**config.mk**
```make
export PLATFORM = sky130hd
export DESIGN_NAME = addr_window_decoder
export DESIGN_NICKNAME = d
export VERILOG_FILES = /design/src/rtl/awd_pkg.sv /design/src/rtl/awd_regfile.sv /design/src/rtl/awd_match.sv /design/src/rtl/awd_select.sv /design/src/rtl/addr_window_decoder.sv
export SDC_FILE = /design/constraint.sdc
export NUM_CORES = 2
export LEC_CHECK = 0
export ABC_AREA = 1
export BUFFER_PORTS_ARGS = -buffer_cell sky130_fd_sc_hd__buf_2
export CAP_MARGIN = 20
export CORE_UTILIZATION = 35
export DETAILED_ROUTE_END_ITERATION = 16
export GPL_ROUTABILITY_DRIVEN = 0
export SLEW_MARGIN = 20
export SYNTH_ARGS = -nofsm -noshare
export SYNTH_HDL_FRONTEND = slang
export SYNTH_SLANG_ARGS = --single-unit
```
**constraint.sdc**
```tcl
create_clock -name clk -period 5.22 [get_ports clk]
set_clock_uncertainty 0.1 [all_clocks]
set_input_delay 1.044 -clock clk [delete_from_list [all_inputs] [get_ports clk]]
set_output_delay 1.044 -clock clk [all_outputs]
set_load 0.01 [all_outputs]
```
**src/rtl/awd_pkg.sv**
```systemverilog
package awd_pkg;
    localparam int ADDR_W   = 48;
    localparam int GRAN_LG  = 20;
    localparam int BLK_W    = ADDR_W - GRAN_LG;
    localparam int TGT_W    = 4;
    localparam int SEC_W    = 4;
    localparam int CFG_BLKS = 16;
    localparam int NUM_WIN_DEF = 16;
    localparam int DATA_W   = 32;
    localparam int BLK_LSB  = DATA_W - BLK_W;

    // register word selectors inside one window
    localparam logic [2:0] SEL_CTRL = 3'd0;
    localparam logic [2:0] SEL_SEC  = 3'd1;
    localparam logic [2:0] SEL_LO   = 3'd2;
    localparam logic [2:0] SEL_HI   = 3'd3;

    // bit positions
    localparam int CTRL_EN  = 0;
    localparam int CTRL_TGT = 8;
    localparam int SEC_CW   = 0;
    localparam int SEC_CR   = 1;
    localparam int SEC_DW   = 2;
    localparam int SEC_DR   = 3;

    typedef struct packed {
        logic             en;
        logic [TGT_W-1:0] tgt;
        logic [SEC_W-1:0] sec;
        logic [BLK_W-1:0] lo;
        logic [BLK_W-1:0] hi;
    } win_t;
endpackage

```
**src/rtl/awd_regfile.sv**
```systemverilog
module awd_regfile
    import awd_pkg::*;
#(
    parameter int NUM_WIN = NUM_WIN_DEF,
    localparam int IDX_W  = $clog2(NUM_WIN),
    localparam int REG_AW = IDX_W + 5
) (
    input  logic              clk,
    input  logic              rst_n,
    input  logic              reg_wr,
    input  logic              reg_rd,
    input  logic              reg_secure,
    input  logic [REG_AW-1:0] reg_addr,
    input  logic [DATA_W-1:0] reg_wdata,
    output logic [DATA_W-1:0] reg_rdata,
    output win_t              win_o [NUM_WIN]
);
    typedef struct packed {
        win_t [NUM_WIN-1:0] win;
        logic [DATA_W-1:0]  rdata;
    } rf_state_t;

    rf_state_t s_d, s_q;

    logic [IDX_W-1:0] widx;
    logic [2:0]       rsel;
    logic             widx_ok;
    logic [DATA_W-1:0] rd_val;
    win_t             cur;

    assign widx    = reg_addr[REG_AW-1:5];
    assign rsel    = reg_addr[4:2];
    assign widx_ok = (32'(widx) < NUM_WIN);

    logic unused_addr;
    assign unused_addr = ^reg_addr[1:0];

    always_comb begin
        s_d = s_q;
        cur = widx_ok ? s_q.win[widx] : '0;

        rd_val = '0;
        case (rsel)
            SEL_CTRL: begin
                if (reg_secure || !cur.sec[SEC_CR]) begin
                    rd_val[CTRL_EN]             = cur.en;
                    rd_val[CTRL_TGT +: TGT_W]   = cur.tgt;
                end
            end
            SEL_SEC: rd_val[SEC_W-1:0]         = cur.sec;
            SEL_LO:  rd_val[DATA_W-1:BLK_LSB]  = cur.lo;
            SEL_HI:  rd_val[DATA_W-1:BLK_LSB]  = cur.hi;
            default: rd_val = '0;
        endcase

        if (reg_rd) begin
            s_d.rdata = rd_val;
        end

        if (reg_wr && widx_ok) begin
            case (rsel)
                SEL_CTRL: begin
                    if (reg_secure || !cur.sec[SEC_CW]) begin
                        s_d.win[widx].en  = reg_wdata[CTRL_EN];
                        s_d.win[widx].tgt = reg_wdata[CTRL_TGT +: TGT_W];
                    end
                end
                SEL_SEC: s_d.win[widx].sec = reg_wdata[SEC_W-1:0];
                SEL_LO:  s_d.win[widx].lo  = reg_wdata[DATA_W-1:BLK_LSB];
                SEL_HI:  s_d.win[widx].hi  = reg_wdata[DATA_W-1:BLK_LSB];
                default: ;
            endcase
        end

        // configuration window stays active
        s_d.win[0].en = 1'b1;
    end

    always_ff @(posedge clk or negedge rst_n) begin
        if (!rst_n) begin
            s_q           <= '0;
            s_q.win[0].en <= 1'b1;
        end else begin
            s_q <= s_d;
        end
    end

    assign reg_rdata = s_q.rdata;

    for (genvar g = 0; g < NUM_WIN; g++) begin : g_out
        assign win_o[g] = s_q.win[g];
    end


    ctrl_lock_chk: assert property (@(posedge clk) disable iff (!rst_n)
        (reg_wr && widx_ok && rsel == SEL_CTRL && !reg_secure && s_q.win[widx].sec[SEC_CW])
        |=> (s_q.win[$past(widx)].tgt == $past(s_q.win[widx].tgt)
             && s_q.win[$past(widx)].en == $past(s_q.win[widx].en)));


    lo_store_chk: assert property (@(posedge clk) disable iff (!rst_n)
        (reg_wr && widx_ok && rsel == SEL_LO)
        |=> s_q.win[$past(widx)].lo == $past(reg_wdata[DATA_W-1:BLK_LSB]));


    rd_low_zero_chk: assert property (@(posedge clk) disable iff (!rst_n)
        $past(reg_rd) && ($past(rsel) == SEL_LO || $past(rsel) == SEL_HI)
        |-> reg_rdata[BLK_LSB-1:0] == '0);
endmodule

```
**src/rtl/awd_match.sv**
```systemverilog
module awd_match
    import awd_pkg::*;
#(
    parameter int NUM_WIN = NUM_WIN_DEF
) (
    input  win_t             win_i [NUM_WIN],
    input  logic [BLK_W-1:0] blk,
    output logic [NUM_WIN-1:0] match
);
    for (genvar g = 0; g < NUM_WIN; g++) begin : g_win
        if (g == 0) begin : g_cfg
            logic [BLK_W:0] end_x;
            assign end_x    = {1'b0, win_i[g].lo} + (BLK_W+1)'(CFG_BLKS);
            assign match[g] = win_i[g].en
                              && (blk >= win_i[g].lo)
                              && ({1'b0, blk} < end_x);
        end else begin : g_rng
            assign match[g] = win_i[g].en
                              && (blk >= win_i[g].lo)
                              && (blk <= win_i[g].hi);
        end
    end
endmodule

```
**src/rtl/awd_select.sv**
```systemverilog
module awd_select
    import awd_pkg::*;
#(
    parameter int NUM_WIN = NUM_WIN_DEF,
    localparam int IDX_W  = $clog2(NUM_WIN)
) (
    input  logic               clk,
    input  logic               rst_n,
    input  logic [NUM_WIN-1:0] match,
    input  win_t               win_i [NUM_WIN],
    input  logic               dec_write,
    input  logic               dec_secure,
    output logic               hit_o,
    output logic [TGT_W-1:0]   tgt_o,
    output logic [IDX_W-1:0]   idx_o,
    output logic               viol_o
);
    typedef struct packed {
        logic             hit;
        logic [TGT_W-1:0] tgt;
        logic [IDX_W-1:0] idx;
        logic             viol;
    } sel_state_t;

    sel_state_t s_d, s_q;
    logic [IDX_W-1:0] pick;
    win_t             w;

    localparam logic [NUM_WIN-1:0] ONE = NUM_WIN'(1);

    always_comb begin
        pick = '0;
        for (int i = NUM_WIN - 1; i >= 0; i--) begin
            if (match[i]) pick = IDX_W'(i);
        end
        w = win_i[pick];

        s_d = '0;
        if (|match) begin
            s_d.hit  = 1'b1;
            s_d.tgt  = w.tgt;
            s_d.idx  = pick;
            s_d.viol = !dec_secure && (dec_write ? w.sec[SEC_DW] : w.sec[SEC_DR]);
        end
    end

    always_ff @(posedge clk or negedge rst_n) begin
        if (!rst_n) s_q <= '0;
        else        s_q <= s_d;
    end

    assign hit_o  = s_q.hit;
    assign tgt_o  = s_q.tgt;
    assign idx_o  = s_q.idx;
    assign viol_o = s_q.viol;


    miss_zero_chk: assert property (@(posedge clk) disable iff (!rst_n)
        !s_q.hit |-> (s_q.tgt == '0 && s_q.idx == '0 && !s_q.viol));


    viol_needs_hit_chk: assert property (@(posedge clk) disable iff (!rst_n)
        s_q.viol |-> s_q.hit);


    lowest_wins_chk: assert property (@(posedge clk) disable iff (!rst_n)
        (|match) |=> (s_q.hit
            && (($past(match) & ((ONE << s_q.idx) - ONE)) == '0)
            && ((($past(match) >> s_q.idx) & ONE) == ONE)));


    secure_clean_chk: assert property (@(posedge clk) disable iff (!rst_n)
        dec_secure |=> !s_q.viol);
endmodule

```
**src/rtl/addr_window_decoder.sv**
```systemverilog
module addr_window_decoder
    import awd_pkg::*;
#(
    parameter int NUM_WIN = NUM_WIN_DEF,
    localparam int IDX_W  = $clog2(NUM_WIN),
    localparam int REG_AW = IDX_W + 5
) (
    input  logic              clk,
    input  logic              rst_n,
    input  logic              reg_wr,
    input  logic              reg_rd,
    input  logic              reg_secure,
    input  logic [REG_AW-1:0] reg_addr,
    input  logic [DATA_W-1:0] reg_wdata,
    output logic [DATA_W-1:0] reg_rdata,
    input  logic [ADDR_W-1:0] dec_addr,
    input  logic              dec_write,
    input  logic              dec_secure,
    output logic              dec_hit,
    output logic [TGT_W-1:0]  dec_tgt,
    output logic [IDX_W-1:0]  dec_idx,
    output logic              dec_viol
);
    win_t               wins [NUM_WIN];
    logic [NUM_WIN-1:0] match;
    logic [BLK_W-1:0]   blk;

    assign blk = dec_addr[ADDR_W-1:GRAN_LG];

    logic unused_offset;
    assign unused_offset = ^dec_addr[GRAN_LG-1:0];

    awd_regfile #(.NUM_WIN(NUM_WIN)) u_regs (
        .clk        (clk),
        .rst_n      (rst_n),
        .reg_wr     (reg_wr),
        .reg_rd     (reg_rd),
        .reg_secure (reg_secure),
        .reg_addr   (reg_addr),
        .reg_wdata  (reg_wdata),
        .reg_rdata  (reg_rdata),
        .win_o      (wins)
    );

    awd_match #(.NUM_WIN(NUM_WIN)) u_match (
        .win_i (wins),
        .blk   (blk),
        .match (match)
    );

    awd_select #(.NUM_WIN(NUM_WIN)) u_sel (
        .clk        (clk),
        .rst_n      (rst_n),
        .match      (match),
        .win_i      (wins),
        .dec_write  (dec_write),
        .dec_secure (dec_secure),
        .hit_o      (dec_hit),
        .tgt_o      (dec_tgt),
        .idx_o      (dec_idx),
        .viol_o     (dec_viol)
    );


    cfg_always_hits_chk: assert property (@(posedge clk) disable iff (!rst_n)
        (blk >= wins[0].lo && {1'b0, blk} < ({1'b0, wins[0].lo} + (BLK_W+1)'(CFG_BLKS)))
        |=> dec_hit);
endmodule

```
; ---- Word-level counts from Yosys, hierarchy flattened
; Index checks and enable logic that the tools add are counted.
[totals]
reg_bits = 1081
in_bits = 96
out_inout_bits = 42
word_cells = 214
[classes]
addsub = 1
magnitude_cmp = 35
n_eq_ne = 4
muxes = 47
bitwise = 1
reduce_logical = 42
[op_table]
columns = operator, n
row1 = $bwmux 1040, 5
row2 = $pmux 1040 s4, 1
row3 = $demux 65 s4, 5
row4 = $mux 1040, 1
row5 = $bmux 65 s4, 2
row6 = $ge 28x28->1, 16
row7 = $le 28x28->1, 15
row8 = $mux 64, 3
row9 = $mux 65, 2
row10 = $mux 4, 17
row11 = $mux 60, 1
row12 = $mux 56, 1
row13 = $pmux 20 s2, 1
row14 = $logic_and 1x1->1, 33
row15 = $add 28x5->29 const B, 1
row16 = $lt 28x29->1, 1
row17 = $mux 28, 1
row18 = $reduce_or 16->1, 1
row19 = $pmux 4 s3, 1
row20 = $mux 10, 1
row21 = $pmux 4 s2, 1
row22 = $eq 3x2->1 const B, 2
row23 = $ge 5x5->1 const B, 1
row24 = $lt 4x5->1 const B, 1
row25 = 12 further kinds, 16

; ---- Logic depth before layout (Yosys ltp)
[logic_depth]
depth_word = 26
depth_mapped = 37
ltp_nobuf = 36

; ---- Modules after synthesis
; A second synthesis with hierarchy kept.
[hier_totals]
cells_unflattened = 18363
area_unflattened_um2 = 107376.7
[modules_own_cells]
columns = module, instances, cells_per_inst, area_each_um2, seq_area_each_um2
row1 = awd_regfile, 1, 14087, 81575.7, 26800.7
row2 = awd_match, 1, 3995, 24319.6, 0.0
row3 = awd_select, 1, 281, 1481.4, 250.2

; ---- Worst setup path before layout
; No wires, ideal clock.
[synth_timing]
path_kind = register to register
startpoint = reg u_regs.s_q (netlist bit u_regs.win_o[1007])
endpoint = reg u_sel.s_q (netlist bit u_sel.viol_o)
setup_time_ns = 0.071
arrival_ns = 4.102
required_time_ns = 5.049
setup_slack_ns = 0.946
stages_incl_launch_ff = 33
n_path_buf = 0
period_less_slack_ns = 4.274
path_cell_list = dfrtp_1 inv_1 nor3_1 nand3_1 nor2_1 inv_1 nor3_1 inv_1 nor3_1 nand4_1 nor2_1 inv_1 nor2_1 inv_1 nor4_1 xor2_1 ha_1 inv_1 nor2_1 nand3_2 nor3_1 nand3_1 nand3_4 nand2_2 nor2_2 nand2_1 nor2_2 clkinv_1 nand3_1 nand2_1 nand2_1 nand2_1 nor2_1
[synth_rtl]
columns = item, line_no
row1 = start: declaration, awd_regfile.sv:23  ; rf_state_t s_d, s_q;
row2 = end signal: assignment, awd_select.sv:48  ; if (!rst_n) s_q <= '0;
row3 = end signal: assignment, awd_select.sv:49  ; else s_q <= s_d;
row4 = end: declaration, awd_select.sv:25  ; sel_state_t s_d, s_q;

==> summary.md <==
| Metric | Value |
|---|---|
| Status | `completed` |
| Gate Count Post-Synth | `9777` |
| Rows | `171` |
| Hold Vio Cnt, Final | `0` |
| NumNets Final | `10900` |
| Later-pin clock latency in the skew report | `850 ps` |
| Required @ worst endpoint | `5830 ps` |
| Die Ht | `470 µm` |
| Slew HR | `17.8%` |
| Vias in the first global route | `74000` |
| First-pass GRT wire length | `506000 µm` |
| Syn Nets | `10800` |
| Number of synthesized register bits | `1081` |
| Largest net degree at the start of global routing | `161` |
| Arrival time at the worst endpoint | `5720 ps` |
| Worst slack, placed | `-22.6 ps` |
| Worst-Margin Slew | `1220 ps` |
| IO Count | `138` |
| Leakage | `36.6 nW` |
| Placed wire-length estimate | `250000 µm` |
| Wire per inst | `27.3 µm` |
| GRT overflow | `0` |
| Post-synthesis sequential area ratio | `35.2%` |
| Die X | `470 µm` |
| DR pass1 iterations | `10` |
| Dpl cell area | `0.0833 mm²` |
| Port Buffers | `115` |
| Detailed-route vias per instance | `6.17` |
| Min Hold Slack | `224 ps` |
| Synthesized area | `0.0768 mm²` |
| Count of cell types in the netlist | `57` |
| Initial DRC Count | `11500` |
| Residual DRC | `0` |
| Crit Path Category | `reg -> reg` |
| Ys flop type | `dfrtp_1` |
| Ys async rst share | `100%` |
| Startpoint types | `flop` |
| Num CTS Buffers | `135` |
| Initial antenna violation count | `40` |
| Achievable frequency | `196 MHz` |
| Synth warn | `0` |
| Endpoints failing setup | `0` |
| ANT nets after route | `0` |
| Critical-path top delay cell | `nor4_4` |
| Final instance area | `0.0881 mm²` |
| Final worst setup slack | `106 ps` |
| Power per cell area | `340 mW/mm²` |
| Slowest cell delay on critical path | `370 ps` |
| CTS tree | `built` |
| Maximum clock insertion buffer count | `3` |
| Min cycle time layout | `5110 ps` |
| Post-synth EDFFs | `0` |
| Share of post-route cells with drive strength above 1 | `9.04%` |
| Area Overhead vs Synth | `14.8%` |
| Clock root buffer | `clkbuf_16` |
| Crit share post-route | `98.0%` |
| CTS clk-pin slew, worst paths | `60 ps` |
| Full die area | `0.221 mm²` |
| Total power | `30.0 mW` |
| Avg Inst Size Synth | `7.85 µm²` |
| Number of max-cap violations | `0` |
| CORE AREA | `0.218 mm²` |
| Final Util | `40.5%` |
| Hold buffers post-CTS | `0` |
| H-tree levels | `4` |
| Sink Count | `1081` |
| Initial Utilization | `35.3%` |
| Worst Setup End Kind | `flop` |
| Via count | `79300` |
| Slew Limit Fails | `0` |
| Maximum VDD drop | `0.275 mV` |
| WL final | `351000 µm` |
| Total GRT Usage | `30.7%` |
| CP Max Fanout | `12` |
| Min-delay worst type | `in -> async` |
| Unrepaired setup endpoints after global routing | `true` |
## cell usage after synthesis, types with 69 or more instances
| master | instances | share of area [%] |
|---|---|---|
| inv_1 | 1214 | 5.9 |
| nand4_1 | 167 | 1.4 |
| dfrtp_1 | 1081 | 35 |
| o221ai_1 | 70 | 0.80 |
| o211ai_1 | 128 | 1.3 |
| o21ai_0 | 1725 | 11 |
| clkbuf_1 | 558 | 2.7 |
| o32ai_1 | 436 | 5.0 |
| nor2_1 | 285 | 1.4 |
| a21oi_1 | 470 | 3.1 |
| nand2_1 | 1574 | 7.7 |
| a22oi_1 | 69 | 0.67 |
| nand3_1 | 169 | 1.1 |
| ha_1 | 893 | 15 |
| o22ai_1 | 499 | 4.1 |
## per-layer routing
metal,vias up,GRT usage [%],part of all wire (%),wire length [µm]
li1,35200,-,-,-
met1,38100,39.2,39,136000
met2,4911,43.3,41,143000
met3,1011,9.26,12,42300
met4,18,23.2,8.6,30300
met5,-,0,0.031,110
## worst paths after layout
path | startpoint | depth (start not counted) | endpoint | slack [ps]
max reg2reg | u_regs.win_o[1007]$_DFFE_PN0P_ | 32 | u_sel.tgt_o[2]$_DFF_PN0_ | 110
min reg2reg | u_regs.reg_rdata[20]$_DFFE_PN0P_ | 2 | u_regs.reg_rdata[20]$_DFFE_PN0P_ | 370
max | u_regs.win_o[1007]$_DFFE_PN0P_ | 32 | u_sel.tgt_o[2]$_DFF_PN0_ | 110
min in group clk | dec_secure | 4 | u_sel.viol_o$_DFF_PN0_ | 370
min | rst_n | 1 | u_regs.win_o[816]$_DFFE_PN0P_ | 220
max in group asynchronous | rst_n | 2 | u_regs.win_o[319]$_DFFE_PN0P_ | 3460
## layout make-up
class	instances	area [µm²]
Inverter	1226	4640
Sequential cell	1081	27100
Clock inverter	46	614
Tap cell	2854	3570
Fill cell	21600	129000
Timing Repair Buffer	608	5350
Antenna cell	24	60.1
Multi-Input combinational cell	6824	43000
Clock buffer	187	3880
## registers in the layout (all words and copies together), names as in the netlist
register	flops
u_regs.win_o	1039
u_regs.reg_rdata	32
u_sel.idx_o	4
u_sel.tgt_o	4
u_sel.hit_o	1
u_sel.viol_o	1
## placed cells by master (no fill, tap or decap), drive strengths merged, types with 12 or more instances in the layout
cell type / instances
a211oi: 42
o2111ai: 13
o221ai: 70
o22ai: 499
nor3: 48
xor2: 14
a31oi: 14
a221oi: 12
clkinv: 30
a41oi: 23
o211ai: 128
o21ai: 1732
inv: 1230
o32ai: 436
diode: 24
buf: 606
nor4: 26
dfrtp: 1081
a22o: 28
clkbuf: 189
nor2: 289
a22oi: 69
ha: 893
a21oi: 472
nand3: 173
nand2: 1579
nand4: 168
o21a: 25
o31ai: 35
## worst max-delay path, delay by kind of cell (launching register included)
kind | cells | cell delay, ps
adders and majority gates | 2 | 530
and+or+nand+nor | 17 | 2240
DFF | 1 | 360
buffers and inverters | 7 | 930
AOI/OAI and AO/OA | 6 | 800
## what timing repair did
item | CTS | global route
pin swaps | 1 | 14
gates cloned | 0 | 2
resized for setup | 3 | 37
setup endpoints to repair | 3 | 8
setup buffers | 0 | 3
## power breakdown
part	switching [mW]	internal [mW]	total (mW)
sequential	0.878	9.67	10.6
combinational	6.23	3.34	9.56
clock	4.18	5.66	9.84
## kinds of logic after synthesis
family	after synthesis	synth area share [%]
AOI/OAI and AO/OA	3624	28.4
and+or+nand+nor	2292	12.4
xor gates and xnor gates	15	0.171
buffers and inverters	1872	9.26
DFF	1081	35.2
adders and majority gates	893	14.6
## per-stage QoR
step	TNS, ps	std cells
6_report	0	12900
5_1_grt	-291	12800
3_5_place_dp	-54.9	12600
3_3_place_gp	-341	12600
4_1_cts	0	12800
2_1_floorplan	0	9777
No activity file was read; power rests on OpenSTA's default activity.
